**config.mk**
```make
export PLATFORM = sky130hd
export DESIGN_NAME = chan_affinity_unit
export DESIGN_NICKNAME = d
export VERILOG_FILES = /design/src/rtl/aff_pkg.sv /design/src/rtl/aff_derate.sv /design/src/rtl/aff_score_chan.sv /design/src/rtl/aff_row_table.sv /design/src/rtl/chan_affinity_unit.sv
export SDC_FILE = /design/constraint.sdc
export NUM_CORES = 2
export LEC_CHECK = 0
export BUFFER_PORTS_ARGS = -buffer_cell sky130_fd_sc_hd__buf_4
export CORE_UTILIZATION = 35
export CTS_CLUSTER_DIAMETER = 60
export DETAILED_ROUTE_END_ITERATION = 10
export PLACE_DENSITY = 0.52
export SLEW_MARGIN = 20
export SYNTH_ARGS = -nofsm -noshare
export SYNTH_HDL_FRONTEND = slang
export SYNTH_SLANG_ARGS = --single-unit
```
**constraint.sdc**
```tcl
create_clock -name clk -period 3.7 [get_ports clk]
set_input_delay 0.185 -clock clk [delete_from_list [all_inputs] [get_ports clk]]
set_output_delay 0.185 -clock clk [all_outputs]
set_load 0.005 [all_outputs]
```
**src/rtl/aff_pkg.sv**
```systemverilog
package aff_pkg;
    localparam int SCORE_W    = 7;
    localparam int SCORE_FULL = 100;

    function automatic logic [SCORE_W-1:0] clamp_score(input logic [SCORE_W-1:0] raw);
        return (raw > SCORE_W'(SCORE_FULL)) ? SCORE_W'(SCORE_FULL) : raw;
    endfunction
endpackage

```
**src/rtl/aff_derate.sv**
```systemverilog
module aff_derate #(
    parameter int SCORE_W = 7,
    parameter int QDEPTH  = 64,
    parameter int OCC_W   = $clog2(QDEPTH + 1)
) (
    input  logic [SCORE_W-1:0] score_in,
    input  logic [OCC_W-1:0]   occ,
    output logic [SCORE_W-1:0] score_out
);
    localparam int PW = SCORE_W + OCC_W;

    logic [OCC_W-1:0] free_slots;
    logic [PW-1:0]    product;
    logic [PW-1:0]    quotient;

    always_comb begin
        free_slots = (occ >= OCC_W'(QDEPTH)) ? '0 : OCC_W'(QDEPTH) - occ;
        product    = PW'(score_in) * PW'(free_slots);
        quotient   = product / PW'(QDEPTH);
        score_out  = quotient[SCORE_W-1:0];
    end
endmodule

```
**src/rtl/aff_score_chan.sv**
```systemverilog
module aff_score_chan
    import aff_pkg::*;
#(
    parameter int QDEPTH = 64,
    parameter int OCC_W  = $clog2(QDEPTH + 1)
) (
    input  logic               clk,
    input  logic               rst_n,
    input  logic               cfg_hit,
    input  logic               cfg_sel_wr,
    input  logic [SCORE_W-1:0] cfg_score,
    input  logic [OCC_W-1:0]   rd_occ,
    input  logic [OCC_W-1:0]   wr_occ,
    output logic [SCORE_W-1:0] eff_rd,
    output logic [SCORE_W-1:0] eff_wr
);
    typedef struct packed {
        logic [SCORE_W-1:0] fix_rd;
        logic [SCORE_W-1:0] fix_wr;
        logic [SCORE_W-1:0] eff_rd;
        logic [SCORE_W-1:0] eff_wr;
    } chan_state_t;

    chan_state_t st_d, st_q;
    logic [SCORE_W-1:0] scaled_rd, scaled_wr;

    aff_derate #(.SCORE_W(SCORE_W), .QDEPTH(QDEPTH), .OCC_W(OCC_W)) u_rd_scale (
        .score_in (st_q.fix_rd),
        .occ      (rd_occ),
        .score_out(scaled_rd)
    );

    aff_derate #(.SCORE_W(SCORE_W), .QDEPTH(QDEPTH), .OCC_W(OCC_W)) u_wr_scale (
        .score_in (st_q.fix_wr),
        .occ      (wr_occ),
        .score_out(scaled_wr)
    );

    always_comb begin
        st_d        = st_q;
        st_d.eff_rd = scaled_rd;
        st_d.eff_wr = scaled_wr;
        if (cfg_hit) begin
            if (cfg_sel_wr) st_d.fix_wr = clamp_score(cfg_score);
            else            st_d.fix_rd = clamp_score(cfg_score);
        end
    end

    always_ff @(posedge clk or negedge rst_n) begin
        if (!rst_n) begin
            st_q.fix_rd <= SCORE_W'(SCORE_FULL);
            st_q.fix_wr <= SCORE_W'(SCORE_FULL);
            st_q.eff_rd <= SCORE_W'(SCORE_FULL);
            st_q.eff_wr <= SCORE_W'(SCORE_FULL);
        end else begin
            st_q <= st_d;
        end
    end

    assign eff_rd = st_q.eff_rd;
    assign eff_wr = st_q.eff_wr;


    fixed_range_chk: assert property (@(posedge clk) disable iff (!rst_n)
        (st_q.fix_rd <= SCORE_W'(SCORE_FULL)) && (st_q.fix_wr <= SCORE_W'(SCORE_FULL)));


    fixed_hold_chk: assert property (@(posedge clk) disable iff (!rst_n)
        !cfg_hit |=> ($stable(st_q.fix_rd) && $stable(st_q.fix_wr)));


    eff_bound_chk: assert property (@(posedge clk) disable iff (!rst_n)
        1'b1 |=> ((st_q.eff_rd <= $past(st_q.fix_rd)) && (st_q.eff_wr <= $past(st_q.fix_wr))));


    idle_pass_chk: assert property (@(posedge clk) disable iff (!rst_n)
        (rd_occ == '0) |=> (st_q.eff_rd == $past(st_q.fix_rd)));


    full_zero_chk: assert property (@(posedge clk) disable iff (!rst_n)
        ((rd_occ >= OCC_W'(QDEPTH)) || (wr_occ >= OCC_W'(QDEPTH))) |=>
        (($past(rd_occ) < OCC_W'(QDEPTH)) || (st_q.eff_rd == '0)) &&
        (($past(wr_occ) < OCC_W'(QDEPTH)) || (st_q.eff_wr == '0)));
endmodule

```
**src/rtl/aff_row_table.sv**
```systemverilog
module aff_row_table #(
    parameter int NUM_CH   = 4,
    parameter int NUM_BANK = 8,
    parameter int ROW_W    = 16,
    parameter int CH_W     = $clog2(NUM_CH),
    parameter int BK_W     = $clog2(NUM_BANK)
) (
    input  logic             clk,
    input  logic             rst_n,
    input  logic             act_valid,
    input  logic [CH_W-1:0]  act_ch,
    input  logic [BK_W-1:0]  act_bank,
    input  logic [ROW_W-1:0] act_row,
    input  logic [CH_W-1:0]  look_ch,
    input  logic [BK_W-1:0]  look_bank,
    input  logic [ROW_W-1:0] look_row,
    output logic             look_hit
);
    localparam int ENTRIES = NUM_CH * NUM_BANK;
    localparam int IDX_W   = CH_W + BK_W;

    typedef struct packed {
        logic [ENTRIES-1:0][ROW_W-1:0] row;
        logic [ENTRIES-1:0]            vld;
    } tab_state_t;

    tab_state_t tab_d, tab_q;
    logic [IDX_W-1:0] act_idx, look_idx;

    always_comb begin
        act_idx  = {act_ch, act_bank};
        look_idx = {look_ch, look_bank};
        tab_d    = tab_q;
        if (act_valid) begin
            tab_d.row[act_idx] = act_row;
            tab_d.vld[act_idx] = 1'b1;
        end
    end

    always_ff @(posedge clk or negedge rst_n) begin
        if (!rst_n) tab_q <= '0;
        else        tab_q <= tab_d;
    end

    assign look_hit = tab_q.vld[look_idx] && (tab_q.row[look_idx] == look_row);


    table_hold_chk: assert property (@(posedge clk) disable iff (!rst_n)
        !act_valid |=> ($stable(tab_q.row) && $stable(tab_q.vld)));


    fresh_hit_chk: assert property (@(posedge clk) disable iff (!rst_n)
        act_valid |=> (!((look_ch == $past(act_ch)) && (look_bank == $past(act_bank)) &&
                         (look_row == $past(act_row))) || look_hit));
endmodule

```
**src/rtl/chan_affinity_unit.sv**
```systemverilog
module chan_affinity_unit
    import aff_pkg::*;
#(
    parameter int NUM_CH   = 4,
    parameter int NUM_BANK = 8,
    parameter int ROW_W    = 16,
    parameter int QDEPTH   = 64,
    parameter int CH_W     = $clog2(NUM_CH),
    parameter int BK_W     = $clog2(NUM_BANK),
    parameter int OCC_W    = $clog2(QDEPTH + 1)
) (
    input  logic                      clk,
    input  logic                      rst_n,
    input  logic                      cfg_we,
    input  logic [CH_W-1:0]           cfg_ch,
    input  logic                      cfg_sel_wr,
    input  logic [SCORE_W-1:0]        cfg_score,
    input  logic [NUM_CH*OCC_W-1:0]   rd_occ,
    input  logic [NUM_CH*OCC_W-1:0]   wr_occ,
    input  logic                      act_valid,
    input  logic [CH_W-1:0]           act_ch,
    input  logic [BK_W-1:0]           act_bank,
    input  logic [ROW_W-1:0]          act_row,
    input  logic [CH_W-1:0]           look_ch,
    input  logic [BK_W-1:0]           look_bank,
    input  logic [ROW_W-1:0]          look_row,
    output logic                      look_hit,
    output logic [NUM_CH*SCORE_W-1:0] eff_rd_score,
    output logic [NUM_CH*SCORE_W-1:0] eff_wr_score
);
    for (genvar c = 0; c < NUM_CH; c++) begin : g_chan
        logic cfg_hit;
        assign cfg_hit = cfg_we && (cfg_ch == CH_W'(c));

        aff_score_chan #(.QDEPTH(QDEPTH), .OCC_W(OCC_W)) u_chan (
            .clk       (clk),
            .rst_n     (rst_n),
            .cfg_hit   (cfg_hit),
            .cfg_sel_wr(cfg_sel_wr),
            .cfg_score (cfg_score),
            .rd_occ    (rd_occ[c*OCC_W +: OCC_W]),
            .wr_occ    (wr_occ[c*OCC_W +: OCC_W]),
            .eff_rd    (eff_rd_score[c*SCORE_W +: SCORE_W]),
            .eff_wr    (eff_wr_score[c*SCORE_W +: SCORE_W])
        );
    end

    aff_row_table #(
        .NUM_CH(NUM_CH), .NUM_BANK(NUM_BANK), .ROW_W(ROW_W), .CH_W(CH_W), .BK_W(BK_W)
    ) u_rows (
        .clk      (clk),
        .rst_n    (rst_n),
        .act_valid(act_valid),
        .act_ch   (act_ch),
        .act_bank (act_bank),
        .act_row  (act_row),
        .look_ch  (look_ch),
        .look_bank(look_bank),
        .look_row (look_row),
        .look_hit (look_hit)
    );
endmodule

```
After elaboration in Yosys (flattened, before gate mapping)
Cells that the tools add are included.
{ "op_classes": {"add_sub_neg": 8, "mul": 8, "order_cmp": 12, "eq_ne": 4, "n_mux": 18, "n_bitwise": 2, "reduce_logical": 15} }
{ "ops": {"columns": ["operator", "count"], "rows": [
  ["$bwmux 512", 1],
  ["$mul 7x7->13", 8],
  ["$bmux 16 s5", 1],
  ["$demux 16 s5", 1],
  ["$mux 7", 9],
  ["$ge 7x7->1 const B", 8],
  ["$sub 7x7->7 const A", 8],
  ["$mux 16", 2],
  ["$or 32x32->32", 1],
  ["$eq 16x16->1", 1],
  ["$reduce_and 2->1", 8],
  ["$lt 5x6->1 const B", 2],
  ["$gt 7x7->1 const B", 1],
  ["$logic_and 1x1->1", 6],
  ["$bmux 1 s5", 1],
  ["$demux 1 s5", 1],
  ["$ge 5x1->1 const B", 1],
  ["$eq 2x2->1 const B", 2],
  ["$eq 2x1->1 const B", 1],
  ["$logic_not 2->1", 1],
  ["$mux 1", 2],
  ["$not 1->1", 1]
]} }
{ "totals": {"reg_bits": 656, "inputBits": 112, "out_inout_bits": 57, "wordCells": 116} }

Logic depth before layout (Yosys ltp)
{ "depth": {"word_depth": 5, "mapped_depth": 22, "ltp_nobuf": 22} }

Cells and area by module
Synthesis repeated with hierarchy kept, for this count alone.
{ "hier_totals": {"hier_cells": 3359, "area_unflattened_um2": 42126.7} }
{ "modules_own_cells": {"columns": ["mod", "instances", "cells_each", "area_per_inst_um2", "seq_area_each_um2"], "rows": [
  ["aff_row_table", 1, 1559, 24639.9, 13613.1],
  ["aff_derate (g_chan[0].u_chan.u_wr_scale ...)", 3, 194, 1649.1, 0.0],
  ["aff_score_chan", 4, 70, 1086.0, 715.7],
  ["aff_derate (g_chan[0].u_chan.u_rd_scale ...)", 2, 190, 1625.3, 0.0],
  ["aff_derate (g_chan[3].u_chan.u_rd_scale ...)", 2, 181, 1619.1, 0.0],
  ["aff_derate (g_chan[1].u_chan.u_wr_scale)", 1, 192, 1669.1, 0.0],
  ["chan_affinity_unit", 1, 4, 37.5, 0.0]
]} }

Least setup slack after synthesis
OpenSTA, ideal clock, no wires.
{ "synth_timing": {"path_type": "input to register", "startpoint": "input port wr_occ[9]", "endpoint": "register, netlist name g_chan[1].u_chan.eff_wr[6]", "setup_ns": 0.075, "arrival_time_ns": 4.361, "required_time_ns": 3.625, "setup_slack_ns": -0.736, "path_stages": 17, "path_buffers": 0, "path_cell_list": "nor3_1 a21boi_0 a211oi_1 nand2_1 fa_1 fa_1 inv_1 fa_1 inv_1 fa_1 inv_1 ha_1 and3_1 a21oi_1 o211ai_1 a31oi_1 xnor2_1"} }
{ "synth_between": {"elab_chain_len": 3, "word_cells_on_any_way": 4, "cone_classes": "add/sub (1); mul (1); order compare (1); mux (1)"} }
{ "synth_lines": {"columns": ["item", "line", "text"], "rows": [
  ["start, declared", "chan_affinity_unit.sv:19", "input logic [NUM_CH*OCC_W-1:0] wr_occ,"],
  ["$sub 7x7->7 or $ge 7x7->1 (tied branches)", "aff_derate.sv:17", "free_slots = (occ >= OCC_W'(QDEPTH)) ? '0 : OCC_W'(QDEPTH) - occ;"],
  ["$mux 7 (*)", "aff_derate.sv:17", null],
  ["$mul 7x7->13 (*)", "aff_derate.sv:18", "product = PW'(score_in) * PW'(free_slots);"],
  ["net g_chan[1].u_chan.scaled_wr[6]", "aff_score_chan.sv:25", "logic [SCORE_W-1:0] scaled_rd, scaled_wr;"]
]} }
Mark *: on every way through the listed nets, which the timed path passes. The rest lies on a longest branch.
A chain may end at the register's enable or synchronous reset.

Worst setup path after layout
{ "layout_timing": {"startpoint": "register g_chan[2].u_chan.st_q[26] (netlist name)", "endpoint": "register, netlist name g_chan[2].u_chan.eff_rd[4]"} }
{ "layout_between": {"elab_chain_len": 1} }
{ "layout_lines": {"columns": ["item", "line", "text"], "rows": [
  ["start, declared", "aff_score_chan.sv:24", "chan_state_t st_d, st_q;"],
  ["start signal, assigned", "aff_score_chan.sv:56", "st_q <= st_d;"],
  ["$mul 7x7->13", "aff_derate.sv:18", null],
  ["net g_chan[2].u_chan.scaled_rd[4]", "aff_score_chan.sv:25", null]
]} }
The timed path passes the listed nets, and every way through them passes these cells.

==> metrics.md <==
| Metric | Value |
|---|---|
| Dpl cell area | 0.0464 mm^2 |
| Setup Skew | 57.3 ps |
| H-tree levels | 3 |
| Tcrit/Tclk final | 101% |
| Internal power | 17.9 mW |
| Worst setup EP type | register |
| Syn Area/Cell | 12.5 um^2 |
| Clk sinks | 656 |
| Switching pwr | 7.08 mW |
| Clk pwr share | 35.2% |
| Post-synthesis sequential area ratio | 40.8% |
| Fmax | 268 MHz |
| Syn Nets | 3751 |
| Proportion of synthesized area in mux cells | 23.4% |
| Hpwl dp | 76400 um |
| CP Launch Type | register |
| Fin area | 0.0502 mm^2 |
| Yosys Warn Count | 0 |
| Status | complete, but fails checks |
| Cell area power density | 497 mW/mm^2 |
| Peak VDD IR | 0.322 mV |
| Worst-skew pair later-pin latency | 680 ps |
| Mapped Area | 0.0404 mm^2 |
| CP Cell Sequence | and2_4 > fa_1 > inv_1 > fa_1 > fa_1 > fa_2 > inv_2 > ha_4 > nand3_2 > o211ai_1 > a21oi_1 > xnor2_1 |
| Worst Hold Class | in -> reg |
| Comb power frac | 26.8% |
| Core area | 0.114 mm^2 |
| Die X | 342 um |
| Post-DR wirelength/cell | 20.4 um |
| Max-Cap Viols | 0 |
| Leak | 23.7 nW |
| CP peak stage delay | 580 ps |
| EDFF count, synth | 0 |
| Remaining Overflow, GRT | 0 |
| I/O pins | 169 |
| Clock Path Buffers | 3 |
| NumNets Final | 4191 |
| Post-Synth Adder-Cell Area | 15.9% |
| Total number of vias | 26192 |
| Routed vias/inst | 4.98 |
| Total track usage | 18.8% |
| P&R area growth vs syn | 24.3% |
| I/O Buffers | 168 |
| Die Height | 342 um |
| Number of remaining DRC errors | 0 |
| Row cnt | 124 |
| Compound-Gate Fraction of Synth Area | 3.13% |
| Share of power burned in registers | 38.0% |
| Initial Util | 35.3% |
| Failing checks | negative setup slack |
| Rel. slew slack | 27.3% |
| Number of DRC markers in iteration 0 | 1178 |
| CP arrival | 4240 ps |
| Final Hold Fails | 0 |
| Final setup fails | 8 |
| Setup TNS | -131 ps |
| CP max FO | 4 |
| Synth Instances | 3231 |
| CTS clk-pin slew, worst paths | 60 ps |
| Final wirelength | 107000 um |
| Worst slew pin tran | 1090 ps |
| Switching share of total power | 28.4% |
| Layout cell share with drive strength beyond 1 | 45.0% |
| Cell family with most CP delay | adder cells |
| XOR/XNOR share of the synthesized area | 2.62% |
| Top FF cell, synth | dfrtp_1 |
| Fin. max-slew vios | 0 |
| Detail Route Antenna Nets | 0 |
| RSZ-0062 raised after global routing | true |
| Slowest-stage cell, CP | fa_2 |
| Top cell by count, worst path | fa_1 |
| Synth Register Bits | 656 |
| Fin crit period | 3730 ps |
| Initial antenna violation count | 5 |
| Final WS setup | -28.5 ps |
| Post-synthesis async set-or-reset flop share | 100% |
| Vias in the first global route | 27958 |
| Fill cells | 10577 |
| WP data required | 4210 ps |
| CTS Buf Count | 88 |
| TritonCTS clock tree | built |
| Setup CP Type | reg -> reg |
| Largest family of logic cells by synthesized area | multiplexers |
| 1st-pass router iterations | 4 |
| Synth Area in Simple Gates | 9.82% |
| First-pass GRT wire length | 169000 um |
| DIE AREA | 0.117 mm^2 |
| Routability Congestion | 0.832 |
| Buf/Inv on CP | 2 |
| Library cells used by synthesis | 54 |
| Largest net degree at the start of global routing | 94 |
| Clk root buf | clkbuf_16 |
cells in the mapped netlist (37+ instances only):
master	instances	area, um^2
nand2_1	179	672
clkbuf_1	116	435
nor2_1	91	342
and2_1	247	1550
fa_1	176	3520
buf_4	60	450
xnor2_1	84	736
ha_1	232	2900
mux2_2	529	5960
inv_1	182	683
and3_1	54	338
o21ai_0	67	335
mux4_2	139	3130
a21oi_1	39	195
xor2_1	37	324
dfstp_2	48	1260
dfrtp_1	608	15200
mux2i_1	37	370
flip-flops by register name, indices dropped and copies added (netlist names):
signal,cells
g_chan.u_chan.eff_rd,28
u_rows.tab_q,544
g_chan.u_chan.st_q,56
g_chan.u_chan.eff_wr,28
worst paths after layout:
check / from / endpoint / slack (ps) / cells after the start
max: g_chan[2].u_chan.st_q[26] / g_chan[2].u_chan.eff_rd[4] / -30 / 12
min: act_row[11] / u_rows.tab_q[459] / 40 / 2
max reg2reg: g_chan[2].u_chan.st_q[26] / g_chan[2].u_chan.eff_rd[4] / -30 / 12
min reg2reg: u_rows.tab_q[8] / u_rows.tab_q[8] / 460 / 1
max in group asynchronous: rst_n / u_rows.tab_q[26] / 2440 / 3
min in group asynchronous: rst_n / g_chan[1].u_chan.eff_wr[0] / 170 / 2
cells in the final DEF (no fill, tap or decap), types with 18 or more instances in the layout:
cell and instances:
mux4_2 139, inv_2 23, mux2i_1 36, clkbuf_16 88, nand2_1 165, or2_2 18
nand3_1 23, and2_1 230, buf_12 19, nor2_1 56, and3_1 39, nor3_1 19
mux2_2 529, dfstp_2 48, nand2b_1 29, o21ai_0 52, xnor2_1 78, ha_4 37
inv_1 147, dfrtp_1 606, xor2_1 36, nor2_2 31, fa_1 170, buf_4 514
ha_1 193, a22oi_1 18
repair_timing:
| item | in CTS | in global routing |
|---|---|---|
| hold buffers | 8 | 0 |
| endpoints found under the hold margin | 132 | 0 |
| buffers inserted | 8 | 12 |
| pin swaps | 48 | 76 |
| setup endpoints to repair | 25 | 49 |
| gates resized for setup | 32 | 101 |
routing by layer:
| layer | track usage [%] | part of all wire (%) | vias to the layer above |
|---|---|---|---|
| met1 | 25.4 | 45 | 13568 |
| met3 | 3.04 | 3.5 | 143 |
| li1 | - | - | 12077 |
| met5 | 0 | 0.022 | - |
| met2 | 31.3 | 49 | 400 |
| met4 | 4.85 | 2.4 | 4 |
final cells by class:
type,count,area [um^2],share of cell area [%]
multi-input combinational,2185,23500,46.8
clock buffer,120,2470,4.92
timing repair buffer,557,4510,8.98
clock inverter,40,556,1.11
antenna,2,5.00,0.00997
sequential,656,16500,32.8
inverter,183,795,1.58
tap,1512,1890,3.77
stage by stage:
stage / hold slack (ps) / power, mW / util (%) / instances / setup slack [ps]
final: 43.0 / 25.0 / 43.9 / 5255 / -28.5
after global routing: 36.1 / 26.4 / 43.9 / 5255 / -246
after CTS: 0.784 / 25.1 / 43.5 / 5244 / -66.8
after detailed placement: 323 / 16.0 / 40.5 / 5070 / -671
after global placement: 325 / 15.9 / 40.5 / 5070 / -675
after floorplan: -111 / 13.7 / - / 3231 / -278
power by group through the flow:
stage | registers (mW) | clock network [mW] | logic (mW)
floorplan | 9.39 | 0 | 4.31
global placement | 9.58 | 0 | 6.33
detailed placement | 9.61 | 0 | 6.40
CTS | 9.49 | 9.01 | 6.55
global route | 9.68 | 9.31 | 7.44
finish | 9.49 | 8.77 | 6.69
cells by family after synthesis:
group / count (synthesis)
and+or+nand+nor: 750
muxes: 705
DFF: 656
adders and majority gates: 408
buffers and inverters: 390
AOI/OAI and AO/OA: 201
xor gates and xnor gates: 121
Power figures use the tool's default switching activity.
